## config.mk

```make
export PLATFORM = sky130hd
export DESIGN_NAME = eng_power_ctl
export DESIGN_NICKNAME = d
export VERILOG_FILES = /design/src/rtl/eng_power_pkg.sv /design/src/rtl/eng_power_decode.sv /design/src/rtl/eng_power_regfile.sv /design/src/rtl/eng_power_rdport.sv /design/src/rtl/eng_power_outs.sv /design/src/rtl/eng_power_ctl.sv
export SDC_FILE = /design/constraint.sdc
export NUM_CORES = 1
export LEC_CHECK = 0
export ABC_AREA = 1
export BUFFER_PORTS_ARGS = -buffer_cell sky130_fd_sc_hd__buf_2
export CAP_MARGIN = 5
export CORE_ASPECT_RATIO = 0.5
export CORE_MARGIN = 3
export CORE_UTILIZATION = 40
export CTS_CLUSTER_DIAMETER = 120
export CTS_CLUSTER_SIZE = 24
export DETAILED_ROUTE_END_ITERATION = 7
export PLACE_DENSITY = 0.8
export RECOVER_POWER = 100
export SYNTH_ARGS = -nofsm -noshare
export SYNTH_HDL_FRONTEND = slang
export SYNTH_SLANG_ARGS = --single-unit
export TNS_END_PERCENT = 10
```

## constraint.sdc

```tcl
create_clock -name clk -period 1.05 [get_ports clk]
set_clock_uncertainty 0.05 [all_clocks]
set_input_delay 0.105 -clock clk [delete_from_list [all_inputs] [get_ports clk]]
set_output_delay 0.105 -clock clk [all_outputs]
set_load 0.1 [all_outputs]
```

## src/rtl/eng_power_pkg.sv

```systemverilog
package eng_power_pkg;
  localparam int DW   = 32;
  localparam int NREG = 3;

  // register slots
  localparam int SLOT_ENG = 0;
  localparam int SLOT_SW  = 1;
  localparam int SLOT_TH  = 2;

  // field positions (software decodes these)
  localparam int B_GFX_EN   = 12;
  localparam int B_GATE_EN  = 27;
  localparam int B_CLMP_MSK = 0;
  localparam int B_CLMP_VAL = 1;
  localparam int B_OVR_EN   = 30;
  localparam int B_OVR_VAL  = 31;

  localparam logic [31:0] OFS_ENG = 32'h0000_0200;
  localparam logic [31:0] OFS_SW  = 32'h0010_A78C;
  localparam logic [31:0] OFS_TH  = 32'h0002_0004;

  function automatic logic [DW-1:0] bitmask(input int pos);
    logic [DW-1:0] m;
    m = '0;
    m[pos] = 1'b1;
    return m;
  endfunction

  function automatic logic [NREG*DW-1:0] all_masks();
    logic [NREG*DW-1:0] v;
    v = '0;
    v[SLOT_ENG*DW +: DW] = bitmask(B_GFX_EN) | bitmask(B_GATE_EN);
    v[SLOT_SW*DW  +: DW] = bitmask(B_CLMP_MSK) | bitmask(B_CLMP_VAL);
    v[SLOT_TH*DW  +: DW] = bitmask(B_OVR_EN) | bitmask(B_OVR_VAL);
    return v;
  endfunction
endpackage

```

## src/rtl/eng_power_decode.sv

```systemverilog
module eng_power_decode #(
  parameter int ADDR_W = 24,
  parameter int NREG   = 3,
  parameter logic [NREG*ADDR_W-1:0] OFS_VEC = '0
) (
  input  logic [ADDR_W-1:0] addr,
  output logic [NREG-1:0]   hit,
  output logic              miss
);
  for (genvar i = 0; i < NREG; i++) begin : g_cmp
    assign hit[i] = (addr == OFS_VEC[i*ADDR_W +: ADDR_W]);
  end
  assign miss = ~|hit;
endmodule

```

## src/rtl/eng_power_regfile.sv

```systemverilog
module eng_power_regfile
  import eng_power_pkg::*;
#(
  parameter int NREG_P = NREG,
  parameter logic [NREG_P*DW-1:0] MASK_VEC = '0
) (
  input  logic                 clk,
  input  logic                 rst,
  input  logic                 wr_stb,
  input  logic [NREG_P-1:0]    hit,
  input  logic [DW-1:0]        wdata,
  output logic [NREG_P*DW-1:0] regs
);
  for (genvar i = 0; i < NREG_P; i++) begin : g_reg
    localparam logic [DW-1:0] MSK = MASK_VEC[i*DW +: DW];
    logic [DW-1:0] q;
    always_ff @(posedge clk) begin
      if (rst)
        q <= '0;
      else if (wr_stb && hit[i])
        q <= wdata & MSK;
    end
    assign regs[i*DW +: DW] = q;
  end
endmodule

```

## src/rtl/eng_power_rdport.sv

```systemverilog
module eng_power_rdport
  import eng_power_pkg::*;
#(
  parameter int NREG_P = NREG
) (
  input  logic                 clk,
  input  logic                 rst,
  input  logic                 sel,
  input  logic                 wr,
  input  logic [NREG_P-1:0]    hit,
  input  logic                 miss,
  input  logic [NREG_P*DW-1:0] regs,
  output logic [DW-1:0]        rdata,
  output logic                 rvalid,
  output logic                 decerr
);
  logic [DW-1:0] rd_mux;

  always_comb begin
    rd_mux = '0;
    for (int i = 0; i < NREG_P; i++)
      if (hit[i]) rd_mux = rd_mux | regs[i*DW +: DW];
  end

  always_ff @(posedge clk) begin
    if (rst) begin
      rdata  <= '0;
      rvalid <= 1'b0;
      decerr <= 1'b0;
    end else begin
      rvalid <= sel && !wr;
      decerr <= sel && miss;
      if (sel && !wr) rdata <= rd_mux;
    end
  end
endmodule

```

## src/rtl/eng_power_outs.sv

```systemverilog
module eng_power_outs (
  input  logic clk,
  input  logic rst,
  input  logic gfx_en,
  input  logic gate_en,
  input  logic clmp_msk,
  input  logic clmp_val,
  input  logic ovr_en,
  input  logic ovr_val,
  input  logic hw_clamp_dflt,
  input  logic boot_gate_strap,
  output logic eng_reset,
  output logic gating_ctl_en,
  output logic eng_clamp,
  output logic pwr_gate_req
);
  always_ff @(posedge clk) begin
    if (rst) begin
      eng_reset     <= 1'b1;
      gating_ctl_en <= 1'b0;
      eng_clamp     <= hw_clamp_dflt;
      pwr_gate_req  <= boot_gate_strap;
    end else begin
      eng_reset     <= !gfx_en;
      gating_ctl_en <= gate_en;
      eng_clamp     <= clmp_msk ? clmp_val : hw_clamp_dflt;
      pwr_gate_req  <= ovr_en ? ovr_val : boot_gate_strap;
    end
  end
endmodule

```

## src/rtl/eng_power_ctl.sv

```systemverilog
module eng_power_ctl
  import eng_power_pkg::*;
#(
  parameter int ADDR_W = 24,
  parameter logic [ADDR_W-1:0] ENG_ADDR = OFS_ENG[ADDR_W-1:0],
  parameter logic [ADDR_W-1:0] SW_ADDR  = OFS_SW[ADDR_W-1:0],
  parameter logic [ADDR_W-1:0] TH_ADDR  = OFS_TH[ADDR_W-1:0]
) (
  input  logic              clk,
  input  logic              rst,
  input  logic              bus_sel,
  input  logic              bus_wr,
  input  logic [ADDR_W-1:0] bus_addr,
  input  logic [31:0]       bus_wdata,
  output logic [31:0]       bus_rdata,
  output logic              bus_rvalid,
  output logic              bus_decerr,
  input  logic              hw_clamp_dflt,
  input  logic              boot_gate_strap,
  output logic              eng_reset,
  output logic              gating_ctl_en,
  output logic              eng_clamp,
  output logic              pwr_gate_req
);
  localparam logic [NREG*ADDR_W-1:0] OFS_VEC = {TH_ADDR, SW_ADDR, ENG_ADDR};
  localparam logic [NREG*DW-1:0]     MASKS   = all_masks();

  logic [NREG-1:0]    hit;
  logic               miss;
  logic [NREG*DW-1:0] regs;
  logic [DW-1:0]      r_eng, r_sw, r_th;

  eng_power_decode #(.ADDR_W(ADDR_W), .NREG(NREG), .OFS_VEC(OFS_VEC)) u_dec (
    .addr(bus_addr), .hit(hit), .miss(miss)
  );

  eng_power_regfile #(.NREG_P(NREG), .MASK_VEC(MASKS)) u_rf (
    .clk(clk), .rst(rst), .wr_stb(bus_sel && bus_wr), .hit(hit),
    .wdata(bus_wdata), .regs(regs)
  );

  eng_power_rdport #(.NREG_P(NREG)) u_rd (
    .clk(clk), .rst(rst), .sel(bus_sel), .wr(bus_wr), .hit(hit), .miss(miss),
    .regs(regs), .rdata(bus_rdata), .rvalid(bus_rvalid), .decerr(bus_decerr)
  );

  assign r_eng = regs[SLOT_ENG*DW +: DW];
  assign r_sw  = regs[SLOT_SW*DW  +: DW];
  assign r_th  = regs[SLOT_TH*DW  +: DW];

  eng_power_outs u_out (
    .clk(clk), .rst(rst),
    .gfx_en(r_eng[B_GFX_EN]), .gate_en(r_eng[B_GATE_EN]),
    .clmp_msk(r_sw[B_CLMP_MSK]), .clmp_val(r_sw[B_CLMP_VAL]),
    .ovr_en(r_th[B_OVR_EN]), .ovr_val(r_th[B_OVR_VAL]),
    .hw_clamp_dflt(hw_clamp_dflt), .boot_gate_strap(boot_gate_strap),
    .eng_reset(eng_reset), .gating_ctl_en(gating_ctl_en),
    .eng_clamp(eng_clamp), .pwr_gate_req(pwr_gate_req)
  );
endmodule

```

==> run_results.csv <==
group,metric,value,unit
clock_network,cts_tree,"built",
global_route,grt_pass1_vias,1079,
timing,finalHoldViolCount,0,
worst_setup_path,worstPathRequired,890,ps
flow_run,drv_cap,0,
worst_setup_path,crit_family,"flip-flops",
power,power_frac_seq,0.356,
timing,rsz0062_at_grt,"false",
timing,timing.final.crit_share,0.942,
synth,ys_seq_area_frac,0.268,
min_path,worstHoldEndpoint,"u_rd.rvalid",
power,p_per_area,1210,nW/um^2
clock_network,cts_setup_buffers,0,
clock_network,htree_levels,1,
worst_setup_path,r2r_setup_slack,250,ps
floorplanning,die_area,4140,sq um
min_path,min_path_type,"primary input to flip-flop",
worst_setup_path,cpPeakStageDelay,310,ps
timing,fmax,1010,MHz
placed_design,portBuffers,47,
final_layout,post_route_cells_drive_above_1_share,0.313,
synth,synth_area,1350,sq um
routing,drtAntennaViolNets,0,
routing,first_pass_iters,4,
power,internal_power,1.10,mW
synth,syn_avg_cell_area,6.47,sq um
timing,hold_slack,4.23,ps
min_path,hp-start,"rst",
power,p_comb_frac,0.416,
routing,totalWireLength,2.89,mm
routing,wl_per_cell,9.57,um
floorplanning,fp-row-count,14,
synth,ys_ff_latch,18,
worst_setup_path,start_kind,"flip-flop",
timing,slew_viol_final,0,
synth,yosys_warnings,0,
floorplanning,die_width,88.0,um
floorplanning,core_area,3100,sq um
status,status,"completed",
final_layout,finalNetCount,326,
clock_network,clk_pin_slew,70,ps
power,finalPower,2.01,mW
timing,setup_viol,0,
worst_setup_path,worst_setup_path_end_kind,"primary output",
clock_network,clock_latency,240,ps
synth,synthCells,208,
final_layout,diodes,0,
worst_setup_path,path_class,"flip-flop to primary output",
global_route,antenna_found_initial,0,
routing,num_vias,1319,
placed_design,place_congestion,0.833,
power,p_leak,0.845,nW
floorplanning,initial_utilization,0.434,
placed_design,dp_hpwl,2.47,mm
power,p_sw_frac,0.454,
routing,drt_iter0_markers,68,
final_layout,layout_commonest_cell,"nor2_1",
placed_design,numPlacedInstances,299,
clock_network,cts_resized,0,
power,irDropWorstVdd,0.440,mV
power,clock_power_share,0.227,
worst_setup_path,cpMaxStageDelayCell,"dfxtp_1",
clock_network,cts_root_buffer,"clkbuf_8",
routing,remaining_drc_errors,0,
floorplanning,ios,100,
global_route,grt_first_pass_wirelength,4.50,mm
worst_setup_path,critPathArrivalTime,830,ps
power,switchingPower,0.911,mW
clock_network,clock_path_buffers,2,
worst_setup_path,worst_r2r_path_depth,5,
global_route,gr-usage-all-layers,0.138,
final_layout,layout_common_cells,"nor2_1, nand2_1, buf_2",
worst_setup_path,critPathMaxFanout,1,
worst_setup_path,cp_cell_sequence,"buf_4",
worst_setup_path,crit_cells,1,
clock_network,cts_buffers,3,
synth,ys_types,19,
global_route,grt_max_degree,13,
final_layout,final_util,0.536,
clock_network,holdBufCountCts,0,
worst_setup_path,critPathBufInv,1,
global_route,overflow,0,
worst_setup_path,reg2reg_to,"u_out.pwr_gate_req",
floorplanning,die_h,47.0,um
clock_network,clkSinkCount,18,
final_layout,stdcell_count,302,
worst_setup_path,crit-reg2reg-launch,"u_rf.g_reg[2].q[30]",
routing,routed_via_density,4.37,
final_layout,area_growth,23.4,%
timing,final.min_clock_period,989,ps
timing,setup_ws,61.1,ps
min_path,holdPathStages,2,
placed_design,dpl_worst_slack,-137,ps
-- worst max-delay path by stage --
stage,to,start,slack [ps]
2_1_floorplan,u_rd.rdata[12],u_rd.rdata[12],-320
3_3_place_gp,u_rf.g_reg[2].q[30],bus_addr[23],-130
3_5_place_dp,u_rf.g_reg[2].q[30],bus_addr[23],-140
4_1_cts,bus_rdata[27],u_rd.rdata[27],80
5_1_grt,u_rf.g_reg[0].q[12],bus_addr[19],10
6_report,bus_rvalid,u_rd.rvalid,60
-- cells in the mapped netlist --
cell type   n  area [sq um]
nand2_2     4          25.0
inv_2       3          11.3
nand3_1     8          40.0
nand3_2     3          30.0
mux2i_1     1          10.0
buf_4      26           195
nor2_4      5          56.3
buf_2       1          5.00
o21ai_0     5          25.0
a21oi_1     3          15.0
nand2_1    37           139
nor2_8      1          20.0
nand4_1     6          37.5
o21a_1      4          30.0
nor2_2     14          87.6
conb_1      1          3.75
dfxtp_1    18           360
inv_1      27           101
nor2_1     41           154
-- power by group through the flow --
stage / Clock [mW] / Sequential, mW / Combinational (mW)
detailed placement: 0 / 0.740 / 0.877
global placement: 0 / 0.739 / 0.868
finish: 0.457 / 0.716 / 0.837
floorplan: 0 / 0.876 / 0.595
global route: 0.493 / 0.719 / 0.875
CTS: 0.462 / 0.724 / 0.879
-- logic make-up (layout without fill, tap and decap cells) --
group                  count (synthesis)  in the layout  synth area share
buffers and inverters                 57             86             0.232
DFF                                   18             18             0.268
muxes                                  1              1           0.00744
AOI/OAI and AO/OA                     12             12            0.0520
other                                  1             26           0.00279
and+or+nand+nor                      119            119             0.438
-- metrics by stage --
step | instance area (sq um) | TNS (ps)
final | 1660 | 0
after global routing | 1660 | 0
after CTS | 1790 | 0
after detailed placement | 1750 | -764
after global placement | 1750 | -604
after floorplan | 1440 | -1770
-- cell type report --
class,instances,area (sq um)
Clock buffer,3,41.3
Fill cell,300,1440
Inverter,30,113
Multi-Input combinational cell,158,749
Sequential cell,18,362
Tap cell,40,50.0
Timing Repair Buffer,53,347
-- metal layers --
layer  up-vias  wire length, um  GRT usage
li1        689                -          -
met5         -                0          0
met4         0               17     0.0392
met2        53             1440      0.263
met3         2              255     0.0175
met1       575             1180      0.169
-- sequential cells by signal (all words and copies together), names as in the netlist --
| signal | cells |
|---|---|
| u_rd.rvalid | 1 |
| u_rf.g.q | 6 |
| u_out.eng_clamp | 1 |
| u_out.pwr_gate_req | 1 |
| u_out.eng_reset | 1 |
| u_out.gating_ctl_en | 1 |
| u_rd.rdata | 6 |
| u_rd.decerr | 1 |
(Power assumes the default switching activity.)
